$ cat config.mk
export PLATFORM = sky130hd
export DESIGN_NAME = cap_csr_legalizer
export DESIGN_NICKNAME = d
export VERILOG_FILES = /design/src/rtl/cap_csr_pkg.sv /design/src/rtl/addr_conv.sv /design/src/rtl/csr_align.sv /design/src/rtl/csr_slot.sv /design/src/rtl/cap_csr_legalizer.sv
export SDC_FILE = /design/constraint.sdc
export NUM_CORES = 1
export LEC_CHECK = 0
export BUFFER_PORTS_ARGS = -buffer_cell sky130_fd_sc_hd__buf_2
export CORE_MARGIN = 2
export CORE_UTILIZATION = 25
export DETAILED_ROUTE_END_ITERATION = 12
export HOLD_SLACK_MARGIN = 0.1
export PLACE_DENSITY_LB_ADDON = 0.2
export SETUP_SLACK_MARGIN = 0.5
export SYNTH_ARGS = -nofsm -noshare
export SYNTH_HDL_FRONTEND = slang
export SYNTH_SLANG_ARGS = --single-unit
export TNS_END_PERCENT = 1
$ cat constraint.sdc
create_clock -name clk -period 6.5 [get_ports clk]
set_clock_uncertainty 0.1 [all_clocks]
set_input_delay 0.65 -clock clk [delete_from_list [all_inputs] [get_ports clk]]
set_output_delay 0.65 -clock clk [all_outputs]
set_load 0.01 [all_outputs]
$ cat src/rtl/cap_csr_pkg.sv
package cap_csr_pkg;
  localparam int unsigned NUM_CSR   = 3;
  localparam int unsigned KIND_EPC  = 0;
  localparam int unsigned KIND_TVEC = 1;
  localparam int unsigned KIND_DDC  = 2;
  localparam logic [1:0]  MODE_DIRECT = 2'd0;
  localparam logic [1:0]  MODE_VECTOR = 2'd1;
endpackage

$ cat src/rtl/addr_conv.sv
module addr_conv #(
  parameter int unsigned XLEN   = 64,
  parameter int unsigned ADDR_W = 40
) (
  input  logic [XLEN-1:0]   wr_addr,
  input  logic              rv32,
  output logic [ADDR_W-1:0] st_addr,
  output logic              invalid
);
  localparam int unsigned CHK = ADDR_W - 2;

  logic [XLEN-1:CHK] hi_bits;
  assign hi_bits = wr_addr[XLEN-1:CHK];

  always_comb begin
    if (rv32) begin
      st_addr = ADDR_W'(wr_addr[31:0]);
      invalid = 1'b0;
    end else begin
      invalid = !((&hi_bits) || !(|hi_bits));
      st_addr = wr_addr[ADDR_W-1:0];
      if (invalid) st_addr[ADDR_W-1] = ~wr_addr[CHK];
    end
  end
endmodule

$ cat src/rtl/csr_align.sv
module csr_align
  import cap_csr_pkg::*;
#(
  parameter int unsigned ADDR_W     = 40,
  parameter int unsigned KIND       = 0,
  parameter int unsigned VEC_BITS64 = 11,
  parameter int unsigned VEC_BITS32 = 7
) (
  input  logic [ADDR_W-1:0] in_addr,
  input  logic [1:0]        old_mode,
  input  logic              ialign16,
  input  logic              rv32,
  output logic [ADDR_W-1:0] out_addr
);
  generate
    if (KIND == KIND_EPC) begin : g_epc
      logic unused_epc;
      assign unused_epc = ^{old_mode, rv32};
      always_comb begin
        out_addr    = in_addr;
        out_addr[0] = 1'b0;
        if (!ialign16) out_addr[1] = 1'b0;
      end
    end else if (KIND == KIND_TVEC) begin : g_tvec
      logic [1:0] mode;
      logic       unused_tvec;
      assign unused_tvec = ialign16;
      always_comb begin
        mode = in_addr[1:0];
        if (mode[1]) mode = old_mode;
        out_addr = {in_addr[ADDR_W-1:2], mode};
        if (mode == MODE_VECTOR) begin
          for (int i = 2; i < int'(VEC_BITS64); i++) begin
            if (!rv32 || (i < int'(VEC_BITS32))) out_addr[i] = 1'b0;
          end
        end
      end
    end else begin : g_plain
      logic unused_plain;
      assign unused_plain = ^{old_mode, ialign16, rv32};
      assign out_addr = in_addr;
    end
  endgenerate
endmodule

$ cat src/rtl/csr_slot.sv
module csr_slot
  import cap_csr_pkg::*;
#(
  parameter int unsigned ADDR_W     = 40,
  parameter int unsigned META_W     = 8,
  parameter int unsigned KIND       = 0,
  parameter int unsigned VEC_BITS64 = 11,
  parameter int unsigned VEC_BITS32 = 7
) (
  input  logic              clk,
  input  logic              rst_ni,
  input  logic              wr_hit,
  input  logic              wr_full,
  input  logic              wr_tag,
  input  logic              wr_sealed,
  input  logic              wr_inf,
  input  logic [META_W-1:0] wr_meta,
  input  logic [ADDR_W-1:0] conv_addr,
  input  logic              conv_invalid,
  input  logic              ialign16,
  input  logic              rv32,
  output logic              tag_q,
  output logic              sealed_q,
  output logic              inf_q,
  output logic [META_W-1:0] meta_q,
  output logic [ADDR_W-1:0] addr_q
);
  logic              tag_d, sealed_d, inf_d;
  logic [META_W-1:0] meta_d;
  logic [ADDR_W-1:0] addr_d;
  logic [ADDR_W-1:0] aligned;
  logic              base_tag, seal_eff, bits_changed;

  csr_align #(
    .ADDR_W(ADDR_W), .KIND(KIND),
    .VEC_BITS64(VEC_BITS64), .VEC_BITS32(VEC_BITS32)
  ) u_align (
    .in_addr (conv_addr),
    .old_mode(addr_q[1:0]),
    .ialign16(ialign16),
    .rv32    (rv32),
    .out_addr(aligned)
  );

  always_comb begin
    if (wr_full) begin
      base_tag = wr_tag;
      seal_eff = wr_sealed;
      sealed_d = wr_sealed;
      inf_d    = wr_inf;
      meta_d   = wr_meta;
    end else begin
      base_tag = tag_q & inf_q;
      seal_eff = sealed_q;
      sealed_d = sealed_q;
      inf_d    = inf_q;
      meta_d   = meta_q;
    end
    bits_changed = (aligned != conv_addr);
    tag_d  = base_tag & ~conv_invalid & ~(bits_changed & seal_eff);
    addr_d = aligned;
  end

  always_ff @(posedge clk or negedge rst_ni) begin
    if (!rst_ni) begin
      tag_q    <= 1'b0;
      sealed_q <= 1'b0;
      inf_q    <= 1'b0;
      meta_q   <= '0;
      addr_q   <= '0;
    end else if (wr_hit) begin
      tag_q    <= tag_d;
      sealed_q <= sealed_d;
      inf_q    <= inf_d;
      meta_q   <= meta_d;
      addr_q   <= addr_d;
    end
  end


  narrow_meta_chk: assert property (@(posedge clk) disable iff (!rst_ni)
    (wr_hit && !wr_full) |=> (meta_q == $past(meta_q) && sealed_q == $past(sealed_q)
                              && inf_q == $past(inf_q)));


  narrow_bounded_tag_chk: assert property (@(posedge clk) disable iff (!rst_ni)
    (wr_hit && !wr_full && !inf_q) |=> !tag_q);


  invalid_untag_chk: assert property (@(posedge clk) disable iff (!rst_ni)
    (wr_hit && conv_invalid) |=> !tag_q);


  idle_hold_chk: assert property (@(posedge clk) disable iff (!rst_ni)
    !wr_hit |=> ($stable(addr_q) && $stable(tag_q) && $stable(meta_q)));

  generate
    if (KIND == KIND_EPC) begin : g_epc_chk

      epc_low_bit_chk: assert property (@(posedge clk) disable iff (!rst_ni)
        addr_q[0] == 1'b0);
    end else if (KIND == KIND_TVEC) begin : g_tvec_chk

      tvec_mode_legal_chk: assert property (@(posedge clk) disable iff (!rst_ni)
        addr_q[1] == 1'b0);
    end
  endgenerate
endmodule

$ cat src/rtl/cap_csr_legalizer.sv
module cap_csr_legalizer
  import cap_csr_pkg::*;
#(
  parameter int unsigned XLEN        = 64,
  parameter int unsigned ADDR_W      = 40,
  parameter int unsigned META_W      = 8,
  parameter int unsigned MAX_CAUSE64 = 511,
  parameter int unsigned MAX_CAUSE32 = 31
) (
  input  logic              clk,
  input  logic              rst_n,
  input  logic              wr_en,
  input  logic [1:0]        wr_sel,
  input  logic              wr_full,
  input  logic              wr_tag,
  input  logic              wr_sealed,
  input  logic              wr_inf,
  input  logic [META_W-1:0] wr_meta,
  input  logic [XLEN-1:0]   wr_addr,
  input  logic              rv32_mode,
  input  logic              ialign16,
  input  logic [1:0]        rd_sel,
  output logic              rd_tag,
  output logic              rd_sealed,
  output logic              rd_inf,
  output logic [META_W-1:0] rd_meta,
  output logic [XLEN-1:0]   rd_addr
);
  localparam int unsigned VEC_BITS64 = $clog2(MAX_CAUSE64 + 1) + 2;
  localparam int unsigned VEC_BITS32 = $clog2(MAX_CAUSE32 + 1) + 2;
  localparam int unsigned EXT_W      = XLEN - ADDR_W;

  logic [1:0] rst_sync_q;
  logic       rst_ni;

  always_ff @(posedge clk or negedge rst_n) begin
    if (!rst_n) rst_sync_q <= 2'b00;
    else        rst_sync_q <= {rst_sync_q[0], 1'b1};
  end
  assign rst_ni = rst_sync_q[1];

  logic [ADDR_W-1:0] conv_addr;
  logic              conv_invalid;

  addr_conv #(.XLEN(XLEN), .ADDR_W(ADDR_W)) u_conv (
    .wr_addr(wr_addr),
    .rv32   (rv32_mode),
    .st_addr(conv_addr),
    .invalid(conv_invalid)
  );

  logic              s_tag    [NUM_CSR];
  logic              s_sealed [NUM_CSR];
  logic              s_inf    [NUM_CSR];
  logic [META_W-1:0] s_meta   [NUM_CSR];
  logic [ADDR_W-1:0] s_addr   [NUM_CSR];

  for (genvar k = 0; k < NUM_CSR; k++) begin : g_slot
    logic hit;
    assign hit = wr_en && (wr_sel == 2'(k));
    csr_slot #(
      .ADDR_W(ADDR_W), .META_W(META_W), .KIND(k),
      .VEC_BITS64(VEC_BITS64), .VEC_BITS32(VEC_BITS32)
    ) u_slot (
      .clk(clk), .rst_ni(rst_ni), .wr_hit(hit), .wr_full(wr_full),
      .wr_tag(wr_tag), .wr_sealed(wr_sealed), .wr_inf(wr_inf), .wr_meta(wr_meta),
      .conv_addr(conv_addr), .conv_invalid(conv_invalid),
      .ialign16(ialign16), .rv32(rv32_mode),
      .tag_q(s_tag[k]), .sealed_q(s_sealed[k]), .inf_q(s_inf[k]),
      .meta_q(s_meta[k]), .addr_q(s_addr[k])
    );
  end

  always_comb begin
    rd_tag    = 1'b0;
    rd_sealed = 1'b0;
    rd_inf    = 1'b0;
    rd_meta   = '0;
    rd_addr   = '0;
    for (int k = 0; k < int'(NUM_CSR); k++) begin
      if (rd_sel == 2'(k)) begin
        rd_tag    = s_tag[k];
        rd_sealed = s_sealed[k];
        rd_inf    = s_inf[k];
        rd_meta   = s_meta[k];
        rd_addr   = {{EXT_W{s_addr[k][ADDR_W-1]}}, s_addr[k]};
      end
    end
  end
endmodule

Yosys cells after proc, flatten, opt, wreduce, memory -nomap -nowiden. Cells that the tools add are included.

Register bits after elaboration: 154. Output and inout bits: 75.

Equality and inequality tests: 7. Mux-type cells: 30. Bitwise gates (word level): 14. Reductions and logical operators: 13.

Operator list (count): $mux 64 (3); $mux 40 (1); $reduce_and 26->1 (1); $reduce_or 26->1 (1); $mux 8 (3); $mux 1 (21); $ne 11x11->1 (1); $and 1x1->1 (10); $mux 9 (1); $eq 2x1->1 const B (3); $reduce_and 2->1 (3); $eq 2x2->1 const B (2); $logic_not 2->1 (2); $not 1->1 (4); $logic_and 1x1->1 (3); $logic_not 1->1 (2); $mux 2 (1); $ne 2x2->1 (1); $logic_or 1x1->1 (1).

Longest topological paths before layout. Gate-level depths: netlist of run 1.

Depth in word-level cells: 12. Depth in mapped cells: 7. Depth with buffers taken out: 6.

Cells and area by module. From an unflattened synthesis of run 1, not the netlist that was laid out.

Cells, all modules: 841. Area, all modules: 10247.3 um^2.

Modules (own cells, without submodules): csr_slot (times used 3, cells an instance 168, area each 2377.3 um^2, seq. area each 1276.2 um^2); cap_csr_legalizer (times used 1, cells an instance 151, area each 1754.2 um^2, seq. area each 50.0 um^2); addr_conv (times used 1, cells an instance 61, area each 416.6 um^2, seq. area each 0.0 um^2); csr_align (g_slot[1].u_slot.u_align) (times used 1, cells an instance 44, area each 341.6 um^2, seq. area each 0.0 um^2); csr_align (g_slot[0].u_slot.u_align) (times used 1, cells an instance 41, area each 302.8 um^2, seq. area each 0.0 um^2); csr_align (g_slot[2].u_slot.u_align) (times used 1, cells an instance 40, area each 300.3 um^2, seq. area each 0.0 um^2).

Least setup slack after synthesis of run 1. No wires, ideal clock.

Path type: input to output. Start point: input rd_sel[0]. End point: output rd_addr[40]. Arrival time: 3303 ps. Data required time: 5750 ps. Setup slack: 2447 ps. Stages: 5. Cell sequence: clkbuf_1 clkbuf_1 mux2i_1 o21ai_0 buf_4.

Word-level cells in the longest chain between the ends: 4. Elaborated cells on any way between the ends: 6.

Ends and longest elaborated chain: start, declared (RTL line cap_csr_legalizer.sv:22) `input logic [1:0] rd_sel,`; $logic_not 2->1 (RTL line cap_csr_legalizer.sv:81) `if (rd_sel == 2'(k)) begin`; $mux 64 (2 in a row) (RTL line cap_csr_legalizer.sv:81); $mux 64 * (RTL line cap_csr_legalizer.sv:81); end, declared (RTL line cap_csr_legalizer.sv:27) `output logic [XLEN-1:0] rd_addr`.

Mark *: on every way between the ends. The rest lies on a longest branch, timed or not.

Worst setup path in the final report of run 1.
Start point: input rd_sel[0]. End point: output rd_addr[39].

The elaborated chain is that of the path after synthesis.

==> metrics.md, run 1 <==
| Metric | Value |
|---|---|
| Mux contribution to synthesized area | 0.122 |
| Max clock buf depth | 2 |
| HPWL Detailed | 13.1 mm |
| Initial Utilization | 0.253 |
| Final setup vio count | 0 |
| CTS H-tree depth | 4 |
| Max-cap check violation count | 0 |
| Wire length per cell | 15.6 um |
| Port Buffers | 159 |
| Routability cong. | 0.706 |
| Chip Height | 174 um |
| Total wire length | 20.4 mm |
| Synth Area in Simple Gates | 0.216 |
| Synth Cell Area | 7220 sq um |
| Worst path cell trace | buf_4 -> mux2i_1 -> o21ai_1 -> buf_2 |
| TritonRoute pass-1 iters | 4 |
| CTS Sinks | between 150 and 200 |
| Die footprint | 30200 sq um |
| Hold Crit Start | rst_sync_q[0]$_DFF_PN0_ |
| Crit path arrival time | about 2.5 ns |
| Critical path launch point type | input port |
| Residual DRC | 0 |
| Largest net degree at the start of global routing | 74 |
| Final hold violations | 0 |
| Synth Instances | 789 |
| Post-synth EDFFs | 0 |
| Total grt overflow | 0 |
| CTS tree | built |
| Yosys cell types | 42 |
| Vias per cell | roughly 4.4 |
| FF+latch count, synth | 154 |
| Worst Tran Pin Value | between 1 and 1.5 ns |
| Unrepaired setup endpoints after global routing | no |
| Setup tns final | 0 ns |
| Synth Area in Compound Gates | 0.0752 |
| Area occupied by registers | 3860 sq um |
| Critical Path End Type | output port |
| Post-place instance area | 8220 sq um |
| Most common cell after layout, fill and taps aside | nand2_1 |
| Initial antenna violation count | 3 |
| Largest family of logic cells by synthesized area | simple AND/OR/NAND/NOR gates |
| Asr flop ratio synth | 1.00 |
| Area growth syn-to-layout | 23.0% |
| First-pass GRT wire length | 32.7 mm |
| Most used flip-flop cell after synthesis | dfrtp_1 |
| Post-Synth Adder-Cell Area | 0 |
| Via count | 5713 |
| Max transition margin | 0.248 |
| Pins over their slew limit | 0 |
| Site Rows | 62 |
| Final period demand of the worst path | 3.25 ns |
| Final net count | 994 |
| Share of layout cells above drive strength 1 | 0.262 |
| Crit path kind | input port to output port |
| XOR/XNOR Fraction of Synth Area | 0 |
| Reg2reg start | rst_sync_q[1]$_DFF_PN0_ |
| Worst EP required | about 5.8 ns |
| Post-synth net total | 874 |
| Syn Area/Cell | 9.15 sq um |
| First DRT Iteration DRCs | 269 |
| Outcome | completed |
| Fillers | 3098 |
| Worst setup path start | rd_sel[0] |
| CP max-delay cell | o21ai_1 |
| Core ar. | between 20000 and 30000 sq um |
| Clock Latency Late Sink | 0.42 ns |
| Final ANT Viol Nets | 0 |
| CTS clk-pin slew, worst paths | ~0.06 ns |
| Max stage delay on crit path | 0.88 ns |
| I/O pins | 160 |
| Maximum VDD drop | 0.117 mV |
| Lkg Pwr | 4.52 nW |
| Total GRT Usage | 0.139 |
| Chip width | approximately 170 um |
| Crit Path Max Fanout | 31 |
| Achievable frequency | approximately 310 MHz |
| Design area | slightly below 9000 sq um |
| Multi-input gate area | 3000 sq um |
| Setup bufs post-CTS | 0 |
| Final period utilization | 0.499 |
| Sequential area share after synthesis | 0.534 |
| Most frequent cells in the layout | nand2_1, buf_2, dfrtp_1, o21ai_0, mux2i_1 |
| Synth warn | 0 |
| CTS root buf | clkbuf_16 |
| CTS buffer count | 17 |
| PwrDens | between 300 and 400 nW/um^2 |
| Hold crit path type | flip-flop to flip-flop |
| Vias in the first global route | 5883 |
-- routing by layer --
layer / track usage / wire, um
met1: 0.190 / 9920
met2: 0.219 / 9310
met3: 0.0357 / 1010
met4: 0.0389 / 180
met5: 0 / 21
-- worst paths after layout --
path | endpoint | slack [ns] | depth (start not counted)
setup reg to reg | g_slot[1].u_slot.addr_q[9]$_DFFE_PN0P_ | 4.71 | 1
min in group asynchronous | g_slot[0].u_slot.meta_q[7]$_DFFE_PN0P_ | 0.39 | 0
hold / removal | rst_sync_q[1]$_DFF_PN0_ | 0.26 | 0
hold reg to reg | rst_sync_q[1]$_DFF_PN0_ | 0.26 | 0
setup / recovery | rd_addr[39] | 3.25 | 4
max in group asynchronous | g_slot[1].u_slot.addr_q[9]$_DFFE_PN0P_ | 4.71 | 1
-- sequential cells by signal (all words and copies together), names as in the netlist --
signal / cells
g_slot.u_slot.tag_q: 3
g_slot.u_slot.meta_q: 24
g_slot.u_slot.sealed_q: 3
rst_sync_q: 2
g_slot.u_slot.inf_q: 3
g_slot.u_slot.addr_q: 119
-- layout make-up --
cell class / instances / area share
flip-flops and latches: 154 / 0.434
multi-input cells: 563 / 0.338
repair buffers: 169 / 0.0986
clock buffers: 21 / 0.0541
well taps: 384 / 0.0541
clock inverters: 11 / 0.0186
inverters: 4 / 0.00169
diodes: 2 / 0.000564
-- repair_timing --
action                                  in CTS  in global routing
endpoints found under the hold margin        2                  0
gates resized for setup                      0                  0
endpoints found under the setup margin       0                  0
hold buffers                                 1                  0
-- stage by stage --
stage / power [W] / util / instances / hold slack [ns] / worst slack [ns]
after floorplan: 0.00152 / - / 789 / 0.231 / 1.79
after global placement: 0.00168 / 0.288 / 1273 / 0.233 / 3.27
after detailed placement: 0.00168 / 0.288 / 1273 / 0.239 / 3.19
after CTS: 0.00279 / 0.311 / 1306 / 0.256 / 3.19
after global routing: 0.00290 / 0.311 / 1306 / 0.282 / 3.02
final: 0.00274 / 0.311 / 1308 / 0.258 / 3.25
-- kinds of logic (layout without fill, tap and decap cells) --
kind of cell / after synthesis / count (layout)
other: 1 / 3
flip-flops: 154 / 154
AO/OA/AOI/OAI: 96 / 96
buffers and inverters: 72 / 205
multiplexers: 84 / 84
AND/OR/NAND/NOR: 382 / 382
-- synthesized netlist by cell type (all sizes together) (2+ instances only) --
master | count | area, sq um
nor4 | 8 | 56.3
nand4 | 7 | 43.8
mux2 | 33 | 372
o31ai | 2 | 15.0
nand3 | 2 | 10.0
a21oi | 4 | 20.0
a22o | 10 | 88.8
buf | 30 | 219
clkbuf | 38 | 143
nand3b | 4 | 30.0
nor3 | 3 | 20.0
o21ai | 75 | 375
nor2b | 2 | 12.5
nand2 | 337 | 1260
dfrtp | 154 | 3850
inv | 4 | 15.0
mux2i | 51 | 510
nand2b | 7 | 43.8
nor2 | 4 | 15.0
-- power breakdown --
part	internal (W)	leakage, nW	switching [W]	total (W)
Combinational	0.000197	2.27	0.000248	0.000445
Sequential	0.00112	1.93	0.0000926	0.00121
Clock	0.000683	0.319	0.000401	0.00108
Total	0.00200	4.52	0.000742	0.00274
-- worst max-delay path: cells and delay by family --
kind            cells  cell delay (ns)
mux                 1             0.15
buf+inv             2             0.77
compound gates      1             0.88
No activity file was read; power rests on OpenSTA's default activity.
==> run 2, diff against run 1 <==
--- a/config.mk
+++ b/config.mk
@@ -5,6 +5,7 @@
 export SDC_FILE = /design/constraint.sdc
 export NUM_CORES = 1
 export LEC_CHECK = 0
+export ABC_AREA = 1
 export BUFFER_PORTS_ARGS = -buffer_cell sky130_fd_sc_hd__buf_2
 export CORE_MARGIN = 2
 export CORE_UTILIZATION = 25
==> constraint.sdc (replaced) <==
create_clock -name clk -period 2.78 [get_ports clk]
set_clock_uncertainty 0.1 [all_clocks]
set_input_delay 0.278 -clock clk [delete_from_list [all_inputs] [get_ports clk]]
set_output_delay 0.278 -clock clk [all_outputs]
set_load 0.01 [all_outputs]
==> metrics.md, run 2 <==
| Metric | Value |
|---|---|
| Final hold violations | 0 (unchanged) |
| Lkg Pwr | 4.70 nW (was 4.52 nW) |
| Max-cap check violation count | 0 (unchanged) |
| Clock Latency Late Sink | 0.43 ns (was 0.42 ns) |
| Synth Area in Compound Gates | 0.124 (was 0.0752) |
| Yosys cell types | 24 (was 42) |
| Die footprint | 30000 sq um (was 30200 sq um) |
| Unrepaired setup endpoints after global routing | no (unchanged) |
| Synth warn | 0 (unchanged) |
| Synth Area in Simple Gates | 0.236 (was 0.216) |
| Share of layout cells above drive strength 1 | 0.201 (was 0.262) |
| Total wire length | 20.2 mm (was 20.4 mm) |
| Most frequent cells in the layout | nand2_1, buf_2, dfrtp_1, inv_1, o21ai_0 (was nand2_1, buf_2, dfrtp_1, o21ai_0, mux2i_1) |
| Biggest register | g_slot.u_slot.addr_q (unchanged) |
| Multi-input gate area | 2610 sq um (was 3000 sq um) |
| Total GRT Usage | 0.141 (was 0.139) |
| Routability cong. | 0.743 (was 0.706) |
| Vias in the first global route | 6281 (was 5883) |
| Reg power frac | 0.454 (was 0.442) |
| Chip Height | 173 um (was 174 um) |
| Final ANT Viol Nets | 0 (unchanged) |
| Most used flip-flop cell after synthesis | dfrtp_1 (unchanged) |
| N_diodes | 0 (was 2) |
| Post-layout util | 0.330 (was 0.311) |
| Crit path arrival time | 1.70 ns (was 2.50 ns) |
| Worst EP required | 2.40 ns (was 5.75 ns) |
| CTS root buf | clkbuf_16 (unchanged) |
| Largest cells by area after synthesis | dfrtp_1, nand2_1, o21ai_0 (was dfrtp_1, nand2_1, mux2i_1) |
| Combinational power share | 0.172 (was 0.162) |
| Reg2reg start | rst_sync_q[1]$_DFF_PN0_ (unchanged) |
| Inst Count DP | 1381 (was 1273) |
| Final setup vio count | 0 (unchanged) |
| Sequential area share after synthesis | 0.538 (was 0.534) |
| Post-synth top area share | 0.538 (was 0.534) |
| Top-count cell post-synth | nand2_1 (unchanged) |
| Syn Area/Cell | 7.97 sq um (was 9.15 sq um) |
| Asr flop ratio synth | 1.00 (unchanged) |
| Initial antenna violation count | 0 (was 3) |
| TritonRoute pass-1 iters | 4 (unchanged) |
| Setup bufs post-CTS | 0 (unchanged) |
| Hold crit path type | input port to flip-flop (was flip-flop to flip-flop) |
| CTS Sinks | 154 (unchanged) |
| Post-CTS Resized | 0 (unchanged) |
| Internal power | 0.00429 W (was 0.00200 W) |
| Post-route setup slack | 0.704 ns (was 3.25 ns) |
| Post-synth net total | 983 (was 874) |
| CTS buffer count | 17 (unchanged) |
| First DRT Iteration DRCs | 362 (was 269) |
| Achievable frequency | about 480 MHz |
| XOR/XNOR Fraction of Synth Area | 0 (unchanged) |
| Max FFs per register | 119 (unchanged) |
| Final Non-Filler Cells | 1464 (was 1308) |
| Critical path launch point type | flip-flop (was input port) |
| Fillers | 3035 (was 3098) |
| Worst setup path start | g_slot[2].u_slot.addr_q[39]$_DFFE_PN0P_ (was rd_sel[0]) |
| CTS clk-pin slew, worst paths | 0.07 ns (was 0.06 ns) |
| Maximum VDD drop | 0.383 mV (was 0.117 mV) |
| Synth cell count leaders | nand2_1, dfrtp_1, inv_1, o21ai_0, o21ai_1 (was nand2_1, dfrtp_1, o21ai_0, mux2i_1, clkbuf_1) |
| Largest regs | g_slot.u_slot.addr_q x119, g_slot.u_slot.meta_q x24 (unchanged) |
| Synth area leader | dfrtp_1 (unchanged) |
| PwrDens | 660 nW/um^2 (was 309 nW/um^2) |
| Final period demand of the worst path | 2.08 ns |
| Dpl ws | 0.803 ns (was 3.19 ns) |
| Final net count | 1158 (was 994) |
| Area growth syn-to-layout | 29.2% (was 23.0%) |
| Core ar. | 28000 sq um (was 28500 sq um) |
| Final Hold Slack | 0.119 ns (was 0.258 ns) |
| Total grt overflow | 0 (unchanged) |
| Residual DRC | 0 (unchanged) |
| Max transition margin | 0.377 (was 0.248) |
| Post-Synth Adder-Cell Area | 0 (unchanged) |
| Largest family of logic cells by synthesized area | simple AND/OR/NAND/NOR gates (unchanged) |
| Initial Utilization | 0.256 (was 0.253) |
| Chip width | 173 um (was 174 um) |
| Wire length per cell | 13.8 um (was 15.6 um) |
| Largest net degree at the start of global routing | 153 (was 74) |
| Crit path kind | flip-flop to output port (was input port to output port) |
| First-pass GRT wire length | 33.5 mm (was 32.7 mm) |
| Max clock buf depth | 2 (unchanged) |
| FF+latch count, synth | 154 (unchanged) |
| Site Rows | 61 (was 62) |
| Outcome | completed (unchanged) |
| Vias per cell | 4.22 (was 4.37) |
| Synth Cell Area | 7160 sq um (was 7220 sq um) |
| Final period utilization | 0.747 |
| Critical Path End Type | output port (unchanged) |
| Pins over their slew limit | 0 (unchanged) |
| HPWL Detailed | 13.1 mm (about the same) |
| Port Buffers | 159 (unchanged) |
| Hold Crit Start | wr_addr[38] (was rst_sync_q[0]$_DFF_PN0_) |
| Mux contribution to synthesized area | 0.00157 (was 0.122) |
| Setup tns final | 0 ns (unchanged) |
| Worst Tran Pin Value | 0.934 ns (was 1.12 ns) |
| Part of the power in the clock network | 0.373 (was 0.396) |
| I/O pins | 160 (unchanged) |
| Sw Ratio | 0.297 (was 0.271) |
| Via count | 6177 (was 5713) |
| Synth Instances | 898 (was 789) |
| Most common cell after layout, fill and taps aside | nand2_1 (unchanged) |
| CTS tree | built (unchanged) |
| Crit Path Max Fanout | 25 (was 31) |
| Area occupied by registers | 3860 sq um (unchanged) |
| Post-synth EDFFs | 0 (unchanged) |
| CTS H-tree depth | 4 (unchanged) |
| NetSw | 0.00182 W (was 0.000742 W) |
[run 2: stage by stage]
| stage | total power (W) | area, sq um |
|---|---|---|
| 6_report | 0.00610 | 9250 |
| 5_1_grt | 0.00649 | 9250 |
| 4_1_cts | 0.00620 | 9250 |
| 3_5_place_dp | 0.00383 | 8170 |
| 3_3_place_gp | 0.00382 | 8170 |
| 2_1_floorplan | 0.00347 | 7160 |
[run 2: what timing repair did]
action | 4_1_cts | 5_1_grt
hold buffers | 51 | 0
endpoints found under the setup margin | 0 | 0
endpoints found under the hold margin | 135 | 0
[run 2: cells by family (layout without fill, tap and decap cells)]
family / count (synthesis) / count (layout)
mux: 1 / 1
simple gates: 421 / 421
other cells: 1 / 1
buf+inv: 155 / 343
flops: 154 / 154
compound gates: 166 / 166
[run 2: layout make-up]
type | instances | area share
Sequential cell | 154 | 0.417
Multi-Input combinational cell | 589 | 0.282
Timing Repair Buffer | 222 | 0.152
Tap cell | 378 | 0.0511
Clock buffer | 18 | 0.0464
Inverter | 89 | 0.0361
Clock inverter | 14 | 0.0147
[run 2: worst paths after layout]
path	end	slack (ns)	cells after the start
setup / recovery	rd_addr[56]	0.70	3
hold / removal	g_slot[0].u_slot.addr_q[38]$_DFFE_PN0P_	0.12	5
setup reg to reg	g_slot[1].u_slot.addr_q[1]$_DFFE_PN0P_	1.49	1
hold reg to reg	rst_sync_q[1]$_DFF_PN0_	0.25	0
max in group asynchronous	g_slot[1].u_slot.addr_q[1]$_DFFE_PN0P_	1.49	1
min in group asynchronous	g_slot[0].u_slot.meta_q[0]$_DFFE_PN0P_	0.31	1
[run 2: metal layers]
metal | wire length [um] | share of wire | up-vias | global-route usage
met5 | 0 | 0 | - | 0
met4 | 282 | 0.014 | 0 | 0.0441
met3 | 983 | 0.049 | 19 | 0.0358
met2 | 9170 | 0.45 | 149 | 0.226
met1 | 9740 | 0.48 | 2829 | 0.187
li1 | - | - | 3180 | -
[run 2: worst max-delay path, cell delays in order (launching register included)]
cell	delay, ns
dfrtp_1	0.39
nand2_1	0.08
nand3_1	0.47
buf_2	0.34
[run 2: power by group through the flow]
stage          sequential, W  clock [W]  combinational [W]
3_5_place_dp         0.00281          0            0.00102
6_report             0.00277    0.00228            0.00105
2_1_floorplan        0.00280          0           0.000668
3_3_place_gp         0.00281          0            0.00101
5_1_grt              0.00283    0.00244            0.00122
4_1_cts              0.00277    0.00234            0.00108
